## src/rtl/accum_pkg.sv

```systemverilog
package accum_pkg;

    localparam int CTL_W = 14;

    // Control vector bit positions (decoded by the external sequencer)
    localparam int CB_MBR_FROM_MEM = 0;
    localparam int CB_MEM_WRITE    = 1;
    localparam int CB_MBR_FROM_ACC = 2;
    localparam int CB_MAR_FROM_MBR = 3;
    localparam int CB_PC_FROM_MBR  = 4;
    localparam int CB_IR_FROM_MBR  = 5;
    localparam int CB_BR_FROM_MBR  = 6;
    localparam int CB_MAR_FROM_PC  = 8;
    localparam int CB_PC_STEP      = 9;
    localparam int CB_ACC_FROM_ALU = 12;
    localparam int CB_ACC_ZERO     = 13;

    typedef struct packed {
        logic mbr_mem;
        logic mem_wr;
        logic mbr_acc;
        logic mar_mbr;
        logic pc_mbr;
        logic ir_mbr;
        logic br_mbr;
        logic mar_pc;
        logic pc_step;
        logic acc_alu;
        logic acc_zero;
    } xfer_t;

    typedef enum logic [1:0] {MAR_KEEP, MAR_PC, MAR_OPND} mar_src_e;
    typedef enum logic [1:0] {PC_KEEP, PC_STEP, PC_JUMP} pc_act_e;
    typedef enum logic [1:0] {MBR_KEEP, MBR_MEM, MBR_ACC} mbr_src_e;
    typedef enum logic [1:0] {ACC_KEEP, ACC_LOAD, ACC_ZERO} acc_act_e;

    function automatic xfer_t decode_xfer(input logic [CTL_W-1:0] c);
        xfer_t x;
        x.mbr_mem  = c[CB_MBR_FROM_MEM];
        x.mem_wr   = c[CB_MEM_WRITE];
        x.mbr_acc  = c[CB_MBR_FROM_ACC];
        x.mar_mbr  = c[CB_MAR_FROM_MBR];
        x.pc_mbr   = c[CB_PC_FROM_MBR];
        x.ir_mbr   = c[CB_IR_FROM_MBR];
        x.br_mbr   = c[CB_BR_FROM_MBR];
        x.mar_pc   = c[CB_MAR_FROM_PC];
        x.pc_step  = c[CB_PC_STEP];
        x.acc_alu  = c[CB_ACC_FROM_ALU];
        x.acc_zero = c[CB_ACC_ZERO];
        return x;
    endfunction

    function automatic mar_src_e pick_mar(input xfer_t x);
        if (x.mar_mbr)     return MAR_OPND;
        else if (x.mar_pc) return MAR_PC;
        else               return MAR_KEEP;
    endfunction

    function automatic pc_act_e pick_pc(input xfer_t x);
        if (x.pc_mbr)       return PC_JUMP;
        else if (x.pc_step) return PC_STEP;
        else                return PC_KEEP;
    endfunction

    function automatic mbr_src_e pick_mbr(input xfer_t x);
        if (x.mbr_mem)      return MBR_MEM;
        else if (x.mbr_acc) return MBR_ACC;
        else                return MBR_KEEP;
    endfunction

    function automatic acc_act_e pick_acc(input xfer_t x);
        if (x.acc_zero)     return ACC_ZERO;
        else if (x.acc_alu) return ACC_LOAD;
        else                return ACC_KEEP;
    endfunction

endpackage

```

## src/rtl/accum_addr_unit.sv

```systemverilog
module accum_addr_unit
    import accum_pkg::*;
#(
    parameter int ADDR_W = 8
) (
    input  logic              clk,
    input  logic              rst,
    input  xfer_t             xf,
    input  logic [ADDR_W-1:0] opnd,
    output logic [ADDR_W-1:0] mar_q,
    output logic [ADDR_W-1:0] pc_q
);

    mar_src_e mar_sel;
    pc_act_e  pc_sel;
    logic [ADDR_W-1:0] pc_inc;

    always_comb begin
        mar_sel = pick_mar(xf);
        pc_sel  = pick_pc(xf);
        pc_inc  = pc_q + ADDR_W'(1);
    end

    always_ff @(posedge clk) begin
        if (rst) begin
            mar_q <= '0;
        end else begin
            case (mar_sel)
                MAR_PC:   mar_q <= pc_q;
                MAR_OPND: mar_q <= opnd;
                default:  mar_q <= mar_q;
            endcase
        end
    end

    always_ff @(posedge clk) begin
        if (rst) begin
            pc_q <= '0;
        end else begin
            case (pc_sel)
                PC_STEP: pc_q <= pc_inc;
                PC_JUMP: pc_q <= opnd;
                default: pc_q <= pc_q;
            endcase
        end
    end

endmodule

```

## src/rtl/accum_buf_unit.sv

```systemverilog
module accum_buf_unit
    import accum_pkg::*;
#(
    parameter int DATA_W = 16,
    parameter int OPC_W  = 8
) (
    input  logic              clk,
    input  logic              rst,
    input  xfer_t             xf,
    input  logic [DATA_W-1:0] mem_rd,
    input  logic [DATA_W-1:0] acc_q,
    output logic [DATA_W-1:0] mbr_q,
    output logic [OPC_W-1:0]  ir_q
);

    mbr_src_e mbr_sel;

    always_comb mbr_sel = pick_mbr(xf);

    always_ff @(posedge clk) begin
        if (rst) begin
            mbr_q <= '0;
        end else begin
            case (mbr_sel)
                MBR_MEM: mbr_q <= mem_rd;
                MBR_ACC: mbr_q <= acc_q;
                default: mbr_q <= mbr_q;
            endcase
        end
    end

    always_ff @(posedge clk) begin
        if (rst)            ir_q <= '0;
        else if (xf.ir_mbr) ir_q <= mbr_q[DATA_W-1 -: OPC_W];
    end

endmodule

```

## src/rtl/accum_oper_unit.sv

```systemverilog
module accum_oper_unit
    import accum_pkg::*;
#(
    parameter int DATA_W = 16
) (
    input  logic              clk,
    input  logic              rst,
    input  xfer_t             xf,
    input  logic [DATA_W-1:0] mbr_q,
    input  logic [DATA_W-1:0] alu_y,
    output logic [DATA_W-1:0] br_q,
    output logic [DATA_W-1:0] acc_q
);

    acc_act_e acc_sel;

    always_comb acc_sel = pick_acc(xf);

    always_ff @(posedge clk) begin
        if (rst)            br_q <= '0;
        else if (xf.br_mbr) br_q <= mbr_q;
    end

    always_ff @(posedge clk) begin
        if (rst) begin
            acc_q <= '0;
        end else begin
            case (acc_sel)
                ACC_ZERO: acc_q <= '0;
                ACC_LOAD: acc_q <= alu_y;
                default:  acc_q <= acc_q;
            endcase
        end
    end

endmodule

```

## src/rtl/accum_regpath.sv

```systemverilog
module accum_regpath
    import accum_pkg::*;
#(
    parameter int DATA_W = 16,
    parameter int ADDR_W = 8
) (
    input  logic              clk,
    input  logic              rst,
    input  logic [CTL_W-1:0]  ctl,
    input  logic [DATA_W-1:0] ram_rdata,
    input  logic [DATA_W-1:0] alu_result,
    output logic [ADDR_W-1:0] ram_addr,
    output logic [DATA_W-1:0] ram_wdata,
    output logic              ram_we,
    output logic [ADDR_W-1:0] pc,
    output logic [DATA_W-ADDR_W-1:0] opcode,
    output logic [DATA_W-1:0] alu_a,
    output logic [DATA_W-1:0] alu_b,
    output logic              acc_neg
);

    localparam int OPC_W = DATA_W - ADDR_W;

    xfer_t xf;
    logic  ctl_unused;
    logic [DATA_W-1:0] mbr_q, acc_q, br_q;
    logic [ADDR_W-1:0] mar_q, pc_q;
    logic [OPC_W-1:0]  ir_q;

    // bits that drive the ALU operand muxes and the multiplier live outside this block
    assign ctl_unused = ^{ctl[7], ctl[10], ctl[11]};

    always_comb xf = decode_xfer(ctl);

    accum_addr_unit #(.ADDR_W(ADDR_W)) u_addr (
        .clk   (clk),
        .rst   (rst),
        .xf    (xf),
        .opnd  (mbr_q[ADDR_W-1:0]),
        .mar_q (mar_q),
        .pc_q  (pc_q)
    );

    accum_buf_unit #(.DATA_W(DATA_W), .OPC_W(OPC_W)) u_buf (
        .clk    (clk),
        .rst    (rst),
        .xf     (xf),
        .mem_rd (ram_rdata),
        .acc_q  (acc_q),
        .mbr_q  (mbr_q),
        .ir_q   (ir_q)
    );

    accum_oper_unit #(.DATA_W(DATA_W)) u_oper (
        .clk   (clk),
        .rst   (rst),
        .xf    (xf),
        .mbr_q (mbr_q),
        .alu_y (alu_result),
        .br_q  (br_q),
        .acc_q (acc_q)
    );

    always_comb begin
        ram_addr  = mar_q;
        ram_wdata = mbr_q;
        ram_we    = xf.mem_wr & ~rst;
        pc        = pc_q;
        opcode    = ir_q;
        alu_a     = acc_q;
        alu_b     = br_q;
        acc_neg   = acc_q[DATA_W-1];
    end

endmodule

```

## config.mk

```make
export PLATFORM = sky130hd
export DESIGN_NAME = accum_regpath
export DESIGN_NICKNAME = d
export VERILOG_FILES = /design/src/rtl/accum_pkg.sv /design/src/rtl/accum_addr_unit.sv /design/src/rtl/accum_buf_unit.sv /design/src/rtl/accum_oper_unit.sv /design/src/rtl/accum_regpath.sv
export SDC_FILE = /design/constraint.sdc
export NUM_CORES = 1
export LEC_CHECK = 0
export ABC_AREA = 0
export BUFFER_PORTS_ARGS = -buffer_cell sky130_fd_sc_hd__clkbuf_2
export CORE_MARGIN = 10
export CORE_UTILIZATION = 40
export CTS_BUF_LIST = sky130_fd_sc_hd__clkbuf_16
export DETAILED_ROUTE_END_ITERATION = 12
export GPL_TIMING_DRIVEN = 0
export PLACE_DENSITY = 0.73
export SYNTH_ARGS = -nofsm -noshare
export SYNTH_HDL_FRONTEND = slang
export SYNTH_HIERARCHICAL = 1
export SYNTH_SLANG_ARGS = --single-unit
```

## constraint.sdc

```tcl
create_clock -name clk -period 1.38 [get_ports clk]
set_clock_uncertainty 0.1 [all_clocks]
set_input_delay 0.138 -clock clk [delete_from_list [all_inputs] [get_ports clk]]
set_output_delay 0.138 -clock clk [all_outputs]
set_load 0.02 [all_outputs]
```

==> run metrics, run 1 <==
status finished, final reports clean; Lkg Pwr 0.00208 uW; Pwr Density 1160 mW/mm2; antenna violations before repair 0; core footprint 0.00765 mm2; clk buf depth 2; R2R cell count 3; Setup crit end kind flip-flop; Detail Route Antenna Nets 0; Remaining Overflow, GRT 0; multi-input logic area 0.00149 mm2; critical path's slowest cell or4_4; Setup WS post-layout 0.00250 ns; Async SR Flop Fraction 0; Nets 493; Rows 32; Post-DP HPWL 6820 um; final period utilization 0.998; Period minus WS final 1.38 ns; RSZ-0062 raised after global routing yes; critical path fanouts, max 4; gr usage total 0.156; Netlist cell types 32; post-synth top area cell dfxtp_1; Hold Path Class input pin to flip-flop; Synth Register Bits 72; Mean Syn Cell Area 10.6 um2; TNS Setup 0 ns; Initial Util 0.405; cell family with most CP delay simple AND/OR/NAND/NOR gates; cell count after synthesis between 200 and 300; Worst Tran Pin Value 0.585 ns; CP max stage delay 0.56 ns; Syn-to-layout area delta 40.5%; design area ~0.0044 mm2; EDFF count, synth 0; Final Max Tran Viols 0; Placer Congestion ~0.84; Levels on crit path 3; Post-Synthesis Cell Area 0.00310 mm2; fraction of layout cells with a size suffix above 1 0.392; CTS Buf Count 9; FF+latch area about 0.0015 mm2; IO Count 122; commonest non-fill, non-tap cell in the layout clkbuf_2; post-synth top area share 0.465; largest net degree at the start of global routing 12; critical path arrival roughly 1.5 ns; Die Area 0.0117 mm2; Hold Crit Depth 3; YS warnings 6; post-layout util 0.569; max_cap viols 0; Die Span X 108 um; Crit Path Category flip-flop to flip-flop; dpl ws -0.379 ns; Synthesized Nets 341; placed cell area 0.00380 mm2; fillers roughly 680; Via density 4.86; critical-path cell list nand4_1, or4_4, o211ai_1; Final setup viols 0; Worst-Skew Late Latency between 0.3 and 0.4 ns; Port Buffers 113; CTS tree done; Routed WL between 9000 and 10000 um; FMAX 726 MHz; antenna fix cells 0; CP startpoint kind flip-flop; most frequent cells in the layout clkbuf_2, dfxtp_1, mux2i_1; Fin. Hold Viols 0; DRT Pass-1 Iters 4; Synth area leaders dfxtp_1, mux2i_1, nor2_1; critical path required time ~1.5 ns; via count 2676; Starting DRT DRC Count 90; first-pass GRT wire length between 10000 and 15000 um; clock sink count 72; Die Ht around 110 um; CTS H-tree lvls 3; DRC 0; Peak VDD IR between 700 and 800 uV; top_reg_cell synth dfxtp_1; Final Total Pwr ~5000 uW; Worst-path clk slew 0.06 ns; post-DR wirelength/cell 16.7 um; vias in the first global route 2765; Worst Path Buf+Inv 0; max_slew headroom 0.610; Clock Tree Root clkbuf_16; Seq/Total Area, Yosys 0.465
where the power goes:
part / switching (uW) / internal (uW)
combinational: 430 / 358
sequential: 97.5 / 2180
clock: 811 / 1180
total: 1340 / 3720
cells by family (layout without fill, tap and decap cells):
group,after synthesis,after routing,synth area share
simple gates,83,83,0.135
flops,72,72,0.465
mux,69,69,0.225
compound gates,35,35,0.0982
buf+inv,28,185,0.0606
xor+xnor,4,4,0.0113
fa+ha+maj,1,1,0.00404
area by class of cell:
class | count | share of cell area
clock buffer | 9 | 0.0518
timing repair buffer | 141 | 0.190
clock inverter | 7 | 0.00719
tap | 102 | 0.0293
inverter | 6 | 0.00518
buffer | 22 | 0.0385
multi-input combinational | 192 | 0.342
sequential | 72 | 0.336
repair_timing:
action | CTS | global route
resized for setup | 3 | 6
endpoints found under the hold margin | 20 | 0
setup buffers | 0 | 8
pin swaps | 0 | 3
endpoints found under the setup margin | 2 | 2
hold buffers | 20 | 0
routing by layer:
metal / GRT usage / vias to the layer above / part of all wire
met5: 0 / - / 0
met4: 0.0468 / 0 / 0.0082
met3: 0.0654 / 9 / 0.095
met2: 0.253 / 108 / 0.47
met1: 0.183 / 1229 / 0.42
li1: - / 1330 / -
state kept, by name, indices dropped and copies added, names as in the netlist:
name and cells:
u_buf/mbr_q 16, u_oper/acc_q 16, u_oper/br_q 16, u_addr/mar_q 8
u_addr/pc_q 8, u_buf/ir_q 8
metrics by stage:
step                      hold slack, ns  cells
after global routing              0.0231    551
after detailed placement           0.282    507
after global placement             0.271    507
after CTS                        0.00373    543
final                             0.0201    551
after floorplan                    0.111    292
worst min-delay path, stage by stage:
cell	delay, ns
clkbuf_2	0.08
nor2b_1	0.11
a211oi_1	0.06
worst paths after layout:
| kind | startpoint | to | slack (ns) |
|---|---|---|---|
| worst max-delay path | u_addr/pc_q[4] | u_addr/pc_q[7] | 0.003 |
| worst min-delay path | ram_rdata[11] | u_buf/mbr_q[11] | 0.02 |
| worst max register to register | u_addr/pc_q[4] | u_addr/pc_q[7] | 0.003 |
| worst min register to register | u_oper/br_q[9] | u_oper/br_q[9] | 0.39 |
Yosys cell counts (5+ instances only):
cell type and number:
buf_6 6, a211oi_2 10, a211oi_1 14, buf_2 5
nor2b_1 19, mux2_2 6, inv_1 6, nor2_1 47
mux2i_1 63, dfxtp_1 72
Power figures use the tool's default switching activity.
==> inputs of run 2 (changes only) <==
Settings changed: CORE_UTILIZATION 40 to 51, HOLD_SLACK_MARGIN set to 0.06, PLACE_DENSITY 0.73 to 0.86.
Clock period 1.38 ns to 1.62 ns, I/O delays scaled along.
==> run 2 against run 1 <==
  * Register-to-register slack gained 0.18 ns
  * Core utilization grew 17 points
  * Combinational power decreased by 16%
  * First-iteration DRC count shrank 6.7%
  * Fmax fell by 4.4%
  * Global-route usage is 3.1 points higher
  * Power down 4.6%
  * Non-clock buffer count grew 1
  * Hold slack better by 0.046 ns
  * Critical path type unchanged
  * Critical endpoint is now u_addr/pc_q[6]
==> run metrics, run 2 (same netlist as run 1, synthesis figures left out) <==
antenna fix cells 0 (unchanged); Period minus WS final 1.44 ns (+0.0639 ns); cell family with most CP delay simple AND/OR/NAND/NOR gates; antenna violations before repair 0 (unchanged); Setup crit end kind flip-flop; Worst Tran Pin Value 0.603 ns (+0.0190 ns); post-layout util 0.741 (+0.172); Crit Path Category flip-flop to flip-flop; max_slew headroom 0.598 (-0.0126); worst hold slack 0.0656 ns (+0.0456 ns); Port Buffers 113 (unchanged); TNS Setup 0 ns (unchanged); top flop regs u_buf/mbr_q: 16 flops, u_oper/acc_q: 16 flops, u_oper/br_q: 16 flops; final period utilization 0.890 (-0.108); FMAX 694 MHz (-4.4%); Logic pwr share 0.137 (-0.019); Reg power frac 0.403 (-0.048); CTS H-tree lvls 3 (unchanged); Hold Path Class input pin to flip-flop; Fin. Hold Viols 0 (unchanged); commonest non-fill, non-tap cell in the layout clkbuf_2; Clock Tree Root clkbuf_16; most frequent cells in the layout clkbuf_2, dfxtp_1, mux2i_1; Lkg Pwr 0.00211 uW (+1.3%); Final Max Tran Viols 0 (unchanged); CP max stage delay 0.49 ns (-0.07 ns); Syn-to-layout area delta 41.6%; DRC 0 (unchanged); post-DR wirelength/cell 17.5 um (+4.4%); DRT Pass-1 Iters 4 (unchanged); CTS tree done; vias in the first global route 2909 (+5.2%); Post-DP HPWL 6570 um (-3.7%); Final Total Pwr 4830 uW (-4.6%); gr usage total 0.187 (+0.0312); Die Span X 97.9 um (-9.3%); clock sink count 72 (unchanged); placed cell area 0.00376 mm2 (-1.3%); critical path arrival 1.58 ns (+0.06 ns); Via density 5.20 (+7.1%); Pwr Density 1100 mW/mm2 (-5.4%); Initial Util 0.523 (+0.118); via count 2730 (+2.0%); IO Count 122 (unchanged); critical path fanouts, max 7 (+3); Starting DRT DRC Count 84 (-6.7%); Worst-path clk slew 0.05 ns (about the same); fraction of layout cells with a size suffix above 1 0.367 (-0.0253); post-CTS setup repair buffer count 0 (unchanged); CTS Buf Count 9 (unchanged); critical-path cell list ha_1, inv_1, or4_1, o211ai_1; Int Pwr 3650 uW (-1.8%); Routed WL 9170 um (-0.50%); clk buf depth 2 (unchanged); Detail Route Antenna Nets 0 (unchanged); Nets 494 (+0.20%); Peak VDD IR 781 uV (+9.0%); switching power 1170 uW (-12%); design area 0.00439 mm2 (+0.81%); CP startpoint kind flip-flop; Die Area 0.00959 mm2 (-18%); Final setup viols 0 (unchanged); largest net degree at the start of global routing 13 (+1); core footprint 0.00592 mm2 (-23%); Die Ht 97.9 um (-9.3%); Placer Congestion 0.781 (-7.1%); Worst Path Buf+Inv 1 (+1); critical path's slowest cell or4_1; Rows 28 (-13%); first-pass GRT wire length 14900 um (+2.8%); RSZ-0062 raised after global routing no; Worst-Skew Late Latency 0.32 ns (about the same); Remaining Overflow, GRT 0 (unchanged); status finished, final reports clean; max_cap viols 0 (unchanged); Clock power frac 0.459 (+0.065); critical path required time 1.76 ns (+0.24 ns); sw frac 0.243 (-0.0216)
-- run 2: cell types whose count changed in the layout (fill, tap and decap cells not counted), moves of 3 or more --
cell | previous run | this run
buf_4 | 13 | 4
clkinv_1 | 3 | 0
bufinv_16 | 0 | 3
dfxtp_4 | 5 | 0
dlygate4sd3_1 | 20 | 29
dfxtp_1 | 66 | 70
-- run 2: final timing paths --
check / from / to / slack [ns] / cells after the start
setup / recovery: u_addr/pc_q[0] / u_addr/pc_q[6] / 0.18 / 4
hold / removal: ram_rdata[5] / u_buf/mbr_q[5] / 0.07 / 3
setup reg to reg: u_addr/pc_q[0] / u_addr/pc_q[6] / 0.18 / 4
hold reg to reg: u_oper/br_q[2] / u_oper/br_q[2] / 0.39 / 2
-- run 2: per-stage QoR --
stage          setup WS (ns)  std cells
2_1_floorplan         0.0898        292
3_3_place_gp          -0.106        480
4_1_cts               0.0789        525
6_report               0.179        525
5_1_grt               0.0830        525
3_5_place_dp          -0.137        480
-- run 2: routing by layer --
| layer | part of all wire | track usage |
|---|---|---|
| met3 | 0.083 | 0.0761 |
| met4 | 0.0072 | 0.0559 |
| met1 | 0.39 | 0.204 |
| met5 | 0 | 0 |
| met2 | 0.52 | 0.323 |
-- run 2: worst reg2reg max path: cells and delay by family, from the launching register on --
kind	cells	cell delay [ns]
AOI/OAI and AO/OA	1	0.10
adders and majority gates	1	0.22
DFF	1	0.39
buffers and inverters	1	0.07
and+or+nand+nor	1	0.49
-- run 2: power by group through the flow --
stage,clock [uW],sequential (uW),combinational [uW]
final,2220,1950,662
after global routing,2340,1960,710
after CTS,2240,1950,661
after detailed placement,0,1980,600
after global placement,0,1980,585
after floorplan,0,2070,292
-- run 2: area by class of cell --
cell class	count	area (um2)
repair buffers	142	856
fillers	402	1540
plain buffers	22	165
well taps	75	93.8
flip-flops and latches	72	1440
clock buffers	9	225
clock inverters	7	111
inverters	6	22.5
multi-input cells	192	1470
-- run 2: what timing repair did --
| action | CTS | global route |
|---|---|---|
| endpoints found under the hold margin | 29 | 0 |
| hold buffers | 29 | 0 |
| gates resized for setup | 0 | 2 |
| endpoints found under the setup margin | 0 | 1 |
